## config.mk

```make
export PLATFORM = sky130hd
export DESIGN_NAME = fx_ring_ctl
export DESIGN_NICKNAME = d
export VERILOG_FILES = /design/src/rtl/fx_pkg.sv /design/src/rtl/fx_mode_latch.sv /design/src/rtl/fx_token_ctl.sv /design/src/rtl/fx_ptr_ctl.sv /design/src/rtl/fx_ring_ctl.sv
export SDC_FILE = /design/constraint.sdc
export NUM_CORES = 1
export LEC_CHECK = 0
export CAP_MARGIN = 20
export CORE_AREA = 4 4 63 65
export CTS_CLUSTER_SIZE = 40
export DETAILED_ROUTE_END_ITERATION = 6
export DIE_AREA = 0 0 67 69
export DONT_BUFFER_PORTS = 1
export PLACE_DENSITY = 0.83
export SKIP_LAST_GASP = 1
export SYNTH_ARGS = -nofsm -noshare
export SYNTH_HDL_FRONTEND = slang
export SYNTH_SLANG_ARGS = --single-unit
```

## constraint.sdc

```tcl
create_clock -name clk -period 8.1 [get_ports clk]
set_input_delay 0.405 -clock clk [delete_from_list [all_inputs] [get_ports clk]]
set_output_delay 0.405 -clock clk [all_outputs]
set_load 0.02 [all_outputs]
```

## src/rtl/fx_pkg.sv

```systemverilog
package fx_pkg;
  typedef enum logic {MODE_SOLO = 1'b0, MODE_RING = 1'b1} ring_mode_e;
endpackage

```

## src/rtl/fx_mode_latch.sv

```systemverilog
module fx_mode_latch
  import fx_pkg::*;
(
  input  logic       clk,
  input  logic       rst,
  input  logic       exp_in_n,
  output ring_mode_e mode_q
);
  // the pass-in level seen during reset picks the mode; held afterwards
  always_ff @(posedge clk) begin
    if (rst) mode_q <= exp_in_n ? MODE_RING : MODE_SOLO;
  end
endmodule

```

## src/rtl/fx_token_ctl.sv

```systemverilog
module fx_token_ctl
  import fx_pkg::*;
(
  input  logic       clk,
  input  logic       rst,
  input  ring_mode_e mode,
  input  logic       exp_in_n,
  input  logic       first_load_n,
  input  logic       w_last,
  input  logic       r_last,
  output logic       own_w,
  output logic       own_r,
  output logic       exp_out_n
);
  logic wtok_q, rtok_q, expect_rd_q;
  logic arrive, w_arrive, r_arrive;

  assign arrive   = (mode == MODE_RING) && !exp_in_n;
  assign w_arrive = arrive && !expect_rd_q;
  assign r_arrive = arrive && expect_rd_q;

  // an arriving pulse grants ownership in the same cycle
  assign own_w = (mode == MODE_SOLO) || wtok_q || w_arrive;
  assign own_r = (mode == MODE_SOLO) || rtok_q || r_arrive;

  always_ff @(posedge clk) begin
    if (rst) begin
      // only the designated first slice of a ring starts with both
      wtok_q      <= exp_in_n && !first_load_n;
      rtok_q      <= exp_in_n && !first_load_n;
      expect_rd_q <= 1'b0;
      exp_out_n   <= 1'b1;
    end else begin
      wtok_q      <= (wtok_q || w_arrive) && !w_last;
      rtok_q      <= (rtok_q || r_arrive) && !r_last;
      expect_rd_q <= arrive ? !expect_rd_q : expect_rd_q;
      exp_out_n   <= !(w_last || r_last);
    end
  end
endmodule

```

## src/rtl/fx_ptr_ctl.sv

```systemverilog
module fx_ptr_ctl #(
  parameter int DEPTH = 512,
  localparam int AW = $clog2(DEPTH),
  localparam int CW = AW + 1
) (
  input  logic          clk,
  input  logic          rst,
  input  logic          wr_ok,
  input  logic          rd_ok,
  input  logic          rt_ok,
  output logic [AW-1:0] waddr,
  output logic [AW-1:0] raddr,
  output logic [CW-1:0] count
);
  logic [CW-1:0] wptr_x, rptr_x;

  always_ff @(posedge clk) begin
    if (rst) begin
      wptr_x <= '0;
      rptr_x <= '0;
    end else begin
      if (wr_ok) wptr_x <= wptr_x + 1'b1;
      if (rt_ok)      rptr_x <= '0;
      else if (rd_ok) rptr_x <= rptr_x + 1'b1;
    end
  end

  assign waddr = wptr_x[AW-1:0];
  assign raddr = rptr_x[AW-1:0];
  assign count = wptr_x - rptr_x;
endmodule

```

## src/rtl/fx_ring_ctl.sv

```systemverilog
module fx_ring_ctl
  import fx_pkg::*;
#(
  parameter int DEPTH = 512,
  localparam int AW = $clog2(DEPTH),
  localparam int CW = AW + 1
) (
  input  logic          clk,
  input  logic          rst,
  input  logic          exp_in_n,
  input  logic          first_load_n,
  output logic          exp_out_n,
  input  logic          wr_stb,
  input  logic          rd_stb,
  input  logic          rt_req,
  output logic          mem_we,
  output logic [AW-1:0] mem_waddr,
  output logic          mem_re,
  output logic [AW-1:0] mem_raddr,
  output logic          rd_oe,
  output logic          full_o,
  output logic          empty_o,
  output logic          half_o
);
  localparam logic [CW-1:0] CNT_FULL = CW'(DEPTH);
  localparam logic [CW-1:0] CNT_HALF = CW'(DEPTH / 2);
  localparam logic [AW-1:0] TOP_ADDR = AW'(DEPTH - 1);

  ring_mode_e    mode;
  logic          ring_mode;
  logic          own_w, own_r;
  logic          wr_ok, rd_ok, rt_ok, w_last, r_last;
  logic [CW-1:0] count;
  logic          is_full, is_empty;

  fx_mode_latch u_mode (
    .clk(clk), .rst(rst), .exp_in_n(exp_in_n), .mode_q(mode)
  );

  assign ring_mode = (mode == MODE_RING);
  assign is_full   = (count == CNT_FULL);
  assign is_empty  = (count == '0);

  // strobes count only for the owner with room or data
  assign wr_ok  = wr_stb && own_w && !is_full;
  assign rd_ok  = rd_stb && own_r && !is_empty;
  assign rt_ok  = rt_req && !ring_mode && !wr_stb && !rd_stb;
  assign w_last = wr_ok && ring_mode && (mem_waddr == TOP_ADDR);
  assign r_last = rd_ok && ring_mode && (mem_raddr == TOP_ADDR);

  fx_token_ctl u_tok (
    .clk(clk), .rst(rst), .mode(mode), .exp_in_n(exp_in_n),
    .first_load_n(first_load_n), .w_last(w_last), .r_last(r_last),
    .own_w(own_w), .own_r(own_r), .exp_out_n(exp_out_n)
  );

  fx_ptr_ctl #(.DEPTH(DEPTH)) u_ptr (
    .clk(clk), .rst(rst), .wr_ok(wr_ok), .rd_ok(rd_ok), .rt_ok(rt_ok),
    .waddr(mem_waddr), .raddr(mem_raddr), .count(count)
  );

  assign mem_we  = wr_ok;
  assign mem_re  = rd_ok;
  assign full_o  = own_w && is_full;
  assign empty_o = own_r && is_empty;
  assign half_o  = !ring_mode && (count > CNT_HALF);

  // bus drive lines up with the array's registered read data
  always_ff @(posedge clk) begin
    if (rst) rd_oe <= 1'b0;
    else     rd_oe <= rd_ok;
  end
endmodule

```

* Yosys cells after proc, flatten, opt, wreduce, memory -nomap -nowiden
Cells that the tools add are included.
Widths: inputs -> output; s select.
** Storage, ports and cells
- Logic and storage cells :: 59
- Flip-flop bits (word level) :: 26
- Memories :: 0
- Output and inout port bits :: 25
- Bits in read-only memories :: 0
- Bits in latches :: 0
- Bits in writable memories :: 0
** Cells by class
- Add/sub/neg operators :: 3
- Magnitude comparators :: 1
- Equality and inequality tests :: 3
- Div/mod/pow operators :: 0
- Multiplexer cells :: 3
- Reduce and logical (&&, ||, !) cells :: 40
- $mul :: 0
- Shifts and indexed selects :: 0
- Bitwise gates (word level) :: 1
** Operator list (count)
- $add 10x1->10 const B :: 2
- $logic_and 1x1->1 :: 20
- $eq 9x9->1 const B :: 2
- $logic_not 1->1 :: 11
- $eq 10x10->1 const B :: 1
- $gt 10x9->1 const B :: 1
- $logic_not 10->1 :: 1
- $sub 10x10->10 :: 1
- $logic_or 1x1->1 :: 7
- $mux 1 :: 3
- $reduce_or 2->1 :: 1
- $not 1->1 :: 1

* Logic depth before layout (Yosys ltp)
Gate-level depths: netlist (run 1).
- Depth after elaboration :: 11
- Mapped depth :: 11
- Depth with buffers taken out :: 9

* Modules after synthesis
From an unflattened synthesis (run 1), not the netlist that was laid out.
** Second synthesis, totals
- Cell total of the unflattened synthesis :: 214
- Area total of the unflattened synthesis :: 1784.2 sq um
** By module, submodules not included
- fx_ptr_ctl :: area each 1408.9 sq um, times used 1, cells each 170
- fx_ring_ctl :: area each 172.7 sq um, times used 1, cells each 25
- fx_token_ctl :: area each 172.7 sq um, times used 1, cells each 18
- fx_mode_latch :: area each 30.0 sq um, times used 1, cells each 1

* Worst setup path after synthesis (run 1)
No wires, ideal clock.
- Path kind :: register -> output
- From :: register u_ptr.rptr_x[4]
- To :: output empty_o
- Setup slack :: 5.025 ns
- Data required time :: 7.695 ns
- Arrival :: 2.670 ns
- Path buffers :: 1
- Cell stages (with the launch flop) :: 10
- Path through :: dfxtp_1 inv_1 ha_1 or2_1 a31oi_2 a211oi_2 or4_4 a2111oi_4 buf_4 and2_1
** Between the ends
- Word-level cells in the longest chain between the ends :: 3
** Ends and longest elaborated chain
- from (decl) :: line fx_ptr_ctl.sv:15 : logic [CW-1:0] wptr_x, rptr_x;
- from (signal assigned) :: line fx_ptr_ctl.sv:24 : else if (rd_ok) rptr_x <= rptr_x + 1'b1;
- $sub 10x10->10 :: line fx_ptr_ctl.sv:30 : assign count = wptr_x - rptr_x;
- $logic_not 10->1 :: line fx_ring_ctl.sv:42 : assign is_empty = (count == '0);
- $logic_and 1x1->1 :: line fx_ring_ctl.sv:65 : assign empty_o = own_r && is_empty;
- to (decl) :: line fx_ring_ctl.sv:22 : output logic empty_o,
Every way passes these cells.

* Final worst setup path (run 1)
- From :: register u_ptr.rptr_x[4]
- To :: output mem_re
** Between the ends
- Word-level cells in the longest chain between the ends :: 4
** Ends and longest elaborated chain
- $sub 10x10->10 :: line fx_ptr_ctl.sv:30
- $logic_not 10->1 :: line fx_ring_ctl.sv:42
- $logic_not 1->1 :: line fx_ring_ctl.sv:46 : assign rd_ok = rd_stb && own_r && !is_empty;
- $logic_and 1x1->1 :: line fx_ring_ctl.sv:46
- to (decl) :: line fx_ring_ctl.sv:18 : output logic mem_re,
Every way passes these cells.

==> results of run 1 <==
## worst min-delay path by stage
| stage | from | end | slack (ps) | cells after the start |
|---|---|---|---|---|
| 2_1_floorplan | u_ptr.wptr_x[9] | u_ptr.wptr_x[9] | 460 | 2 |
| 3_5_place_dp | rst | u_ptr.wptr_x[7] | 480 | 1 |
| 5_1_grt | rst | u_ptr.wptr_x[0] | 90 | 1 |
| 3_3_place_gp | u_ptr.rptr_x[9] | u_ptr.rptr_x[9] | 470 | 2 |
| 4_1_cts | rst | u_ptr.wptr_x[3] | 100 | 1 |
| 6_report | rst | u_ptr.wptr_x[0] | 120 | 1 |
## stage by stage
step	total power (µW)	area, µm²
2_1_floorplan	237	1980
3_3_place_gp	246	1890
3_5_place_dp	248	1890
4_1_cts	309	1910
5_1_grt	326	1910
6_report	306	1910
## cells by family after synthesis
logic type	after synthesis
xor+xnor	4
buf+inv	44
compound gates	65
flops	26
mux	5
simple gates	89
fa+ha+maj	13
## layout make-up
cell class | instances | area (µm²)
repair buffers | 1 | 7.51
well taps | 46 | 57.6
multi-input cells | 176 | 1220
fillers | 319 | 1430
flip-flops and latches | 26 | 531
inverters | 19 | 71.3
clock buffers | 4 | 26.3
## cell usage after synthesis, types with 2 or more instances
cell,count
nand3_1,8
dfxtp_1,25
mux2_2,3
o21ai_0,6
o31a_1,2
or2_1,2
o31ai_1,8
a211o_1,2
mux2i_1,2
or3_1,6
o21ai_1,5
buf_2,2
nor2b_1,8
nand2b_1,2
nand2_1,15
buf_1,2
a211oi_1,2
nor4_1,3
ha_1,13
inv_1,19
nand4_1,4
a21oi_1,21
nor2_1,12
o21a_1,3
xnor2_1,3
or3b_2,2
buf_4,19
nor3_1,6
nor4b_1,3
o211ai_1,3
and3_1,3
clkbuf_1,2
and2_1,4
or4_1,6
## routing by layer
metal	wire, µm	global-route usage	vias to the layer above
li1	-	-	853
met1	1910	0.271	759
met2	1960	0.300	39
met3	269	0.0471	6
met4	57	0.0541	0
met5	0	0	-
## where the power goes
part | switching [µW] | internal, µW
sequential | 11.0 | 134
combinational | 65.9 | 35.2
clock | 39.9 | 19.3
## state kept, by name (all words and copies together) (netlist names)
| signal | count |
|---|---|
| rd_oe | 1 |
| u_tok.expect_rd_q | 1 |
| u_mode.mode_q | 1 |
| u_ptr.wptr_x | 10 |
| u_tok.exp_out_n | 1 |
| u_tok.rtok_q | 1 |
| u_tok.wtok_q | 1 |
| u_ptr.rptr_x | 10 |
==> out/qor.csv, run 1 <==
stage,metric,value,unit
synth,synth_top_area_frac,0.253,
synth,syn_avg_cell_area,8.06,µm²
final_layout,layout_common_cells,"25 x dfxtp_1, 21 x a21oi_1, 19 x inv_1, 15 x nand2_1, 13 x ha_1",
critical_path,slowest_stage,a2111oi_4,
critical_path,reg2reg_to,u_tok.exp_out_n,
timing,finalClockSkew,9.22,ps
critical_path,crit_arrival,3620,ps
synth,ys.flop_type,dfxtp_1,
timing,hold_violations,0,
clock_tree,ctsResizeCount,0,
timing,finalWorstSetupSlack,4070,ps
power_and_ir_drop,power_density,160,nW/µm²
timing,rsz0062_at_grt,no,
power_and_ir_drop,vdd_drop_max,0.107,mV
timing,fin_hold_ws,121,ps
detailed_routing,drtIter0Drc,88,
detailed_routing,firstDrtPassIters,4,
die,rows,21,
clock_tree,cts_buffers,3,
global_routing,grt_usage,0.196,
detailed_routing,vias_per_cell,6.09,
placed_design,hpwl,3.24,mm
critical_path,critPathCapture,mem_re,
global_routing,grt_pass1_wl,7.37,mm
synth,synth_xor_area_frac,0.0177,
timing,fin_setup_tns,0,ps
clock_tree,path_clk_slew,150,ps
global_routing,grt_max_degree,23,
global_routing,antenna_found_initial,0,
synth,netlist_top_cells_area,"dfxtp_1 25%, ha_1 8.2%, buf_4 7.2%, a21oi_1 5.3%, inv_1 3.6%",
timing,slew_headroom,0.415,
job,cap_violations,0,
critical_path,critPathKind,flip-flop to output port,
placed_design,place.gp.congestion,0.858,
final_layout,nNetsFinal,247,
synth,synth_area_leader_cell,dfxtp_1,
final_layout,areaGrowthSynthToFinish,-3.54,%
clock_tree,clock_latency,330,ps
die,die_x,67,µm
synth,synth_top_family_by_area,simple AND/OR/NAND/NOR gates,
synth,ys_seq_area_frac,0.268,
worst_hold_path,hold_class,primary input to flip-flop,
clock_tree,clk_path_buf_depth,2,
critical_path,cp.depth,8,
synth,yosysWarnings,0,
final_layout,fin_cells,272,
critical_path,rrSetupSlack,4470,ps
clock_tree,cts_root_buffer,clkbuf_4,
clock_tree,cts_tree,built,
timing,finalSetupViolCount,0,
detailed_routing,routedWlPerCell,15.4,µm
clock_tree,cts_setup_buffers,0,
critical_path,startpoint_type,flip-flop,
synth,synth_fa_ha_area_frac,0.0821,
timing,finalCriticalPeriod,4030,ps
critical_path,end_kind,output port,
synth,synth_edf_count,1,
die,start_util,0.594,
synth,netlist_instances,246,
die,io_pins,32,
synth,synth_area,1980,µm²
final_layout,drive_above_1_share,0.0796,
timing,slew_viol_final,0,
timing,fin_crit_sh,0.497,
critical_path,r2r_start,u_ptr.rptr_x[4],
detailed_routing,ant_nets,0,
synth,ys_ff_latch,26,
placed_design,place_inst,268,
detailed_routing,drc,0,
detailed_routing,routed_wl,4.19,mm
synth,ys_types,54,
die,die_h,69,µm
power_and_ir_drop,p_leak,0.000667,µW
timing,fmax,0.248,GHz
die,coreArea,3340,µm²
final_layout,diodes,0,
synth,synth-simple-area-share,0.255,
clock_tree,cts_sinks,26,
detailed_routing,vias,1657,
synth,async_reset_ff_frac,0,
synth,synth_nets,266,
synth,muxShareOfSynthArea,0.0271,
critical_path,critical-path-top-delay-family,compound AO/OA/AOI/OAI gates,
global_routing,grt_pass1_vias,1517,
critical_path,crit_chain,"inv_1, ha_1, or2_1, a31oi_2, a211oi_2, or4_4, a2111oi_4, nor2_1",
critical_path,path_max_fanout,19,
clock_tree,cts_hold_buf,0,
synth,synth-compound-area-share,0.230,
critical_path,crit_required,7700,ps
critical_path,worstRegToRegCells,9,
critical_path,cp_num_buf_inv,1,
global_routing,grt-ovfl-total,0,
placed_design,portBuffers,0,
final_layout,mostFrequentLayoutCell,dfxtp_1,
timing,tightest_slew,878,ps
die,die-area,4620,µm²
critical_path,slowest_delay,790,ps
clock_tree,htree_num_levels,1,
placed_design,dp_slack,4450,ps
critical_path,critPathLaunch,u_ptr.rptr_x[4],
run_status,status,finished clean,
final_layout,finish.utilization,0.573,
No activity file was read; power rests on OpenSTA's default activity.
==> run 2: changes to the inputs <==
CORE_AREA = 4 4 64 66   (was 4 4 63 65)
DIE_AREA = 0 0 68 70   (was 0 0 67 69)
PLACE_DENSITY = 0.84   (was 0.83)
clock period = 3.3 ns   (was 8.1 ns; I/O delays follow)
==> run 2 against run 1 <==
Effect of this change:
- worst setup slack got worse by 4000 ps
- non-clock buffer count up 18
- sequential power increased by 140%
- wire length up 17%
- clock power increased to 3.9 times the previous value
- critical path type unchanged
- clock-buffer cell count is 1 lower
- sequential share of layout area shrank 2.8 points
- total power rose to 3.0 times the previous value
==> out/qor.csv, run 2 (synthesis gave the netlist of run 1 again) <==
stage,metric,value,unit,change
placed_design,hpwl,3.57,mm,+10%
die,io_pins,32,,unchanged
power_and_ir_drop,clockPowerShare,0.250,,+0.056
critical_path,critical-path-top-delay-family,simple AND/OR/NAND/NOR gates,,
detailed_routing,vias,1840,,+11%
power_and_ir_drop,p_sw,333,µW,+180%
clock_tree,htree_num_levels,1,,unchanged
timing,slew_headroom,0.634,,+0.219
timing,finalSetupViolCount,0,,unchanged
placed_design,place_area,1990,µm²,+5.3%
critical_path,crit_arrival,3050,ps,-570 ps
clock_tree,clk_path_buf_depth,2,,unchanged
detailed_routing,firstDrtPassIters,5,,+1
die,die_x,68,µm,+1.5%
final_layout,layout_common_cells,"21 x a21oi_1, 21 x dfxtp_1, 19 x inv_1, 16 x buf_4, 15 x nand2_1",,
critical_path,slowest_delay,540,ps,-250 ps
job,cap_violations,0,,unchanged
final_layout,fin_area,2150,µm²,+12%
global_routing,grt_max_degree,20,,-13%
power_and_ir_drop,p_int,588,µW,+210%
detailed_routing,routed_wl,4.89,mm,+17%
placed_design,place.gp.congestion,0.785,,-8.5%
clock_tree,clock_latency,340,ps,about the same
timing,tightest_slew,548,ps,-330 ps
detailed_routing,drtIter0Drc,125,,+42%
run_status,status,finished clean,,
timing,rsz0062_at_grt,yes,,
clock_tree,cts_tree,built,,
global_routing,antenna_found_initial,0,,unchanged
critical_path,crit_required,3130,ps,-4570 ps
clock_tree,path_clk_slew,150,ps,about the same
timing,finalWorstSetupSlack,84.6,ps,-3990 ps
detailed_routing,drc,0,,unchanged
die,rows,22,,+4.8%
placed_design,dp_slack,168,ps,-4280 ps
power_and_ir_drop,pwr-share-seq,0.374,,-0.101
global_routing,grt_pass1_vias,1724,,+14%
critical_path,critPathKind,flip-flop to output port,,
timing,fmax,0.311,GHz,
timing,finalCriticalPeriod,3220,ps,
global_routing,grt-ovfl-total,0,,unchanged
die,die_h,70,µm,+1.4%
final_layout,drive_above_1_share,0.189,,+0.109
detailed_routing,ant_nets,0,,unchanged
timing,fin_hold_ws,10.9,ps,-110 ps
critical_path,slowest_stage,a2111oi_4,,
clock_tree,cts_sinks,26,,unchanged
critical_path,path_max_fanout,5,,-14
final_layout,largestRegisters,"u_ptr.rptr_x: 10 flops, u_ptr.wptr_x: 10 flops",,
power_and_ir_drop,vdd_drop_max,0.207,mV,+94%
clock_tree,cts_buffers,3,,unchanged
detailed_routing,routedWlPerCell,16.7,µm,+8.7%
die,die-area,4760,µm²,+3.0%
die,start_util,0.554,,-0.0401
power_and_ir_drop,power_density,428,nW/µm²,+170%
worst_hold_path,hold_class,primary input to flip-flop,,
power_and_ir_drop,p_leak,0.000792,µW,+19%
final_layout,areaGrowthSynthToFinish,8.46,%,
timing,fin_crit_sh,0.974,,
detailed_routing,vias_per_cell,6.30,,+3.4%
power_and_ir_drop,pwr-share-comb,0.376,,+0.045
final_layout,diodes,0,,unchanged
power_and_ir_drop,power,920,µW,+200%
timing,hold_violations,0,,unchanged
global_routing,grt_pass1_wl,7.87,mm,+6.7%
final_layout,nNetsFinal,265,,+7.3%
die,coreArea,3580,µm²,+7.2%
critical_path,cp_num_buf_inv,2,,+1
clock_tree,cts_root_buffer,clkbuf_4,,
global_routing,grt_usage,0.210,,+0.0142
timing,finalClockSkew,2.69,ps,-6.53 ps
critical_path,end_kind,output port,,
power_and_ir_drop,swShare,0.361,,-0.0211
critical_path,crit_chain,"inv_1, ha_1, or2_1, a31oi_4, a211oi_2, or4_4, a2111oi_4, nor2_4, buf_4",,
timing,slew_viol_final,0,,unchanged
placed_design,portBuffers,0,,unchanged
critical_path,startpoint_type,flip-flop,,
[run 2: cell types whose count changed in the layout (fill, tap and decap cells not counted), moves of 2 or more]
cell,before,now
dfxtp_2,0,4
dfxtp_1,25,21
dlygate4sd3_1,0,2
and2_1,4,2
buf_4,1,16
[run 2: final cells by class]
type / count / area, µm²
fill: 320 / 1430
multi-input combinational: 176 / 1280
sequential: 26 / 536
timing repair buffer: 19 / 151
inverter: 19 / 71.3
tap: 48 / 60.1
clock inverter: 1 / 30.0
clock buffer: 3 / 22.5
[run 2: through the flow]
step	utilization	std cells	TNS [ps]
floorplan	-	246	0
finish	0.601	292	0
detailed placement	0.555	283	0
global placement	0.555	283	0
CTS	0.582	289	0
global route	0.601	292	-186
[run 2: layer usage]
layer | up-vias | routed length (µm) | GRT usage
met2 | 65 | 2340 | 0.331
met1 | 879 | 2020 | 0.271
li1 | 877 | - | -
met3 | 19 | 330 | 0.0450
met4 | 0 | 194 | 0.0883
met5 | - | 0 | 0
[run 2: repair_timing]
action | in CTS | in global routing
hold buffers | 2 | 0
buffers inserted | 0 | 3
endpoints found under the setup margin | 3 | 5
resized for setup | 6 | 11
pin swaps | 1 | 3
endpoints found under the hold margin | 13 | 0
[run 2: power by group through the flow]
stage                     sequential [µW]  combinational (µW)  clock [µW]
after floorplan                       350                 231           0
after global placement                350                 277           0
after detailed placement              351                 283           0
after CTS                             344                 301         233
after global routing                  346                 370         245
final                                 344                 346         230
[run 2: final timing paths]
| check | endpoint | depth (start not counted) | slack [ps] | start |
|---|---|---|---|---|
| min reg2reg | u_ptr.wptr_x[9] | 2 | 510 | u_ptr.wptr_x[9] |
| max | mem_re | 9 | 80 | u_ptr.rptr_x[4] |
| max reg2reg | u_ptr.rptr_x[5] | 10 | 290 | u_ptr.rptr_x[4] |
| min | u_tok.rtok_q | 2 | 10 | rst |
==> run 3: changes to the inputs <==
CORE_AREA = 4 4 63 65   (was 4 4 64 66)
DIE_AREA = 0 0 67 69   (was 0 0 68 70)
PLACE_DENSITY = 0.83   (was 0.84)
clock period = 3 ns   (was 3.3 ns; I/O delays follow)
==> run 3 against run 2 <==
Effect of this change:
- worst hold slack improved by 13 ps
- combinational power grew 21%
- sequential power increased by 9.6%
- wire length rose by 5.8%
- non-clock buffer count grew 14
- die area shrank 2.9%
- via count is 2.8% higher
- critical path depth up 2
- clock skew is 0.63 ps lower
- cell area increased by 7.9%
- first-iteration DRC count fell by 14%
==> out/qor.csv, run 3 (synthesis gave the netlist of run 1 again) <==
stage,metric,value,unit,change
clock_tree,path_clk_slew,140,ps,about the same
worst_hold_path,hold_class,primary input to flip-flop,,
final_layout,drive_above_1_share,0.279,,+0.0905
die,die-area,4620,µm²,-2.9%
power_and_ir_drop,swShare,0.373,,+0.0119
clock_tree,cts_root_buffer,clkbuf_4,,
placed_design,portBuffers,0,,unchanged
critical_path,critPathKind,flip-flop to output port,,
timing,tightest_slew,549,ps,+1.25 ps
final_layout,largestRegisters,"u_ptr.rptr_x: 10 flops, u_ptr.wptr_x: 10 flops",,
timing,finalClockSkew,2.05,ps,-0.633 ps
final_layout,regArea,538,µm²,+0.47%
detailed_routing,drtIter0Drc,107,,-14%
timing,slew_viol_final,0,,unchanged
final_layout,fin_cells,304,,+4.1%
clock_tree,cts_tree,built,,
critical_path,crit_chain,"inv_1, ha_4, nor2b_4, o21ai_2, a211oi_2, buf_4, o211ai_1, a2111oi_4, buf_4, nor2_1, buf_4",,
final_layout,layout_common_cells,"29 x buf_4, 21 x a21oi_1, 19 x dfxtp_1, 17 x inv_1, 15 x nand2_1",,
detailed_routing,drc,0,,unchanged
run_status,status,finished clean,,
final_layout,mostFrequentLayoutCell,buf_4,,
detailed_routing,routedWlPerCell,17.0,µm,+1.7%
critical_path,crit_path_frequent_cell,buf_4,,
clock_tree,cts_sinks,26,,unchanged
worst_hold_path,min_delay_worst_endpoint,u_tok.rtok_q,,
final_layout,diodes,0,,unchanged
timing,rsz0062_at_grt,yes,,
timing,fin_setup_tns,0,ps,unchanged
power_and_ir_drop,pwr-share-seq,0.385,,+0.011
timing,fin_crit_sh,0.973,,
power_and_ir_drop,vdd_drop_max,0.350,mV,+69%
power_and_ir_drop,pwr-share-comb,0.429,,+0.053
critical_path,rrSetupSlack,90,ps,-200 ps
timing,finalCriticalPeriod,2920,ps,
critical_path,path_max_fanout,4,,-1
global_routing,grt_max_degree,20,,unchanged
final_layout,fin_area,2320,µm²,+7.9%
worst_hold_path,hold-path-cell-count,2,,unchanged
critical_path,r2r_start,u_ptr.wptr_x[4],,
die,die_x,67,µm,-1.5%
critical_path,end_kind,output port,,
critical_path,slowest_stage,a2111oi_4,,
global_routing,grt_usage,0.215,,+0.00437
global_routing,antenna_found_initial,0,,unchanged
placed_design,hpwl,3.54,mm,-0.88%
worst_hold_path,worstHoldStart,rst,,
detailed_routing,firstDrtPassIters,4,,-1
timing,slew_headroom,0.633,,-0.000838
power_and_ir_drop,p_sw,365,µW,+9.7%
placed_design,place_inst,289,,+2.1%
detailed_routing,vias,1891,,+2.8%
clock_tree,clk_path_buf_depth,2,,unchanged
placed_design,place_area,2040,µm²,+2.9%
global_routing,grt-ovfl-total,0,,unchanged
die,coreArea,3340,µm²,-6.7%
critical_path,crit_arrival,2770,ps,-280 ps
global_routing,grt_pass1_vias,1745,,+1.2%
timing,hold_violations,0,,unchanged
global_routing,grt_pass1_wl,7.89,mm,+0.34%
timing,fin_hold_ws,23.8,ps,+12.9 ps
die,start_util,0.594,,+0.0401
power_and_ir_drop,power,977,µW,+6.2%
critical_path,worstRegToRegCells,12,,+2
final_layout,nNetsFinal,279,,+5.3%
clock_tree,clock_latency,320,ps,-20 ps
die,rows,21,,-4.5%
critical_path,reg2reg_to,u_ptr.wptr_x[6],,
clock_tree,cts_buffers,3,,unchanged
critical_path,slowest_delay,430,ps,-110 ps
job,cap_violations,0,,unchanged
power_and_ir_drop,p_int,612,µW,+4.2%
detailed_routing,ant_nets,0,,unchanged
critical_path,crit_required,2850,ps,-280 ps
power_and_ir_drop,p_leak,0.000868,µW,+9.5%
final_layout,areaGrowthSynthToFinish,17.0,%,
final_layout,multiInputGateArea,1360,µm²,+6.1%
power_and_ir_drop,power_density,421,nW/µm²,-1.6%
die,io_pins,32,,unchanged
timing,finalSetupViolCount,0,,unchanged
clock_tree,htree_num_levels,1,,unchanged
placed_design,place.gp.congestion,0.887,,+13%
die,die_h,69,µm,-1.4%
timing,fmax,0.342,GHz,
power_and_ir_drop,clockPowerShare,0.186,,-0.064
critical_path,startpoint_type,flip-flop,,
detailed_routing,routed_wl,5.17,mm,+5.8%
final_layout,fill_cells,263,,-18%
detailed_routing,vias_per_cell,6.22,,-1.3%
[run 3: timing repair]
item	CTS	global route
setup buffers	3	4
gates resized for setup	12	19
hold endpoints to repair	13	0
pin swaps	4	6
setup endpoints to repair	4	16
cloned	1	1
hold buffers	2	0
[run 3: how the worst max path moves through the flow]
stage               startpoint              end  slack [ps]  depth (start not counted)
2_1_floorplan  u_ptr.rptr_x[4]          empty_o         180                          9
3_3_place_gp   u_ptr.rptr_x[3]  u_ptr.wptr_x[4]         250                         10
3_5_place_dp   u_ptr.rptr_x[1]  u_ptr.wptr_x[6]         170                         10
4_1_cts        u_ptr.rptr_x[6]          empty_o         -20                          9
5_1_grt        u_ptr.rptr_x[3]           mem_we         -80                         11
6_report       u_ptr.rptr_x[1]           mem_we          80                         11
[run 3: worst max-delay path: cells and delay by family (launching register included)]
family,cells,cell delay [ps]
compound gates,4,940
buf+inv,4,640
simple gates,2,220
fa+ha+maj,1,280
flops,1,370
[run 3: routing by layer]
metal  part of all wire  up-vias  global-route usage
met5                  0        -                   0
li1                   -      914                   -
met4              0.035        0               0.108
met1               0.42      891               0.272
met3              0.064       15              0.0373
met2               0.48       71               0.342
[run 3: power by group through the flow]
stage / logic [µW] / registers (µW) / clock network (µW)
floorplan: 254 / 385 / 0
global placement: 335 / 382 / 0
detailed placement: 345 / 383 / 0
CTS: 373 / 376 / 189
global route: 449 / 378 / 202
finish: 419 / 377 / 181
[run 3: through the flow]
stage | utilization | worst slack, ps
6_report | 0.695 | 79.7
2_1_floorplan | - | 180
3_3_place_gp | 0.612 | 247
5_1_grt | 0.695 | -84.7
3_5_place_dp | 0.612 | 166
4_1_cts | 0.652 | -19.0
[run 3: final cells by class]
type | instances | share of cell area
Multi-Input combinational cell | 176 | 0.585
Timing Repair Buffer | 33 | 0.112
Sequential cell | 26 | 0.232
Inverter | 19 | 0.0307
Clock buffer | 4 | 0.0156
Tap cell | 46 | 0.0248
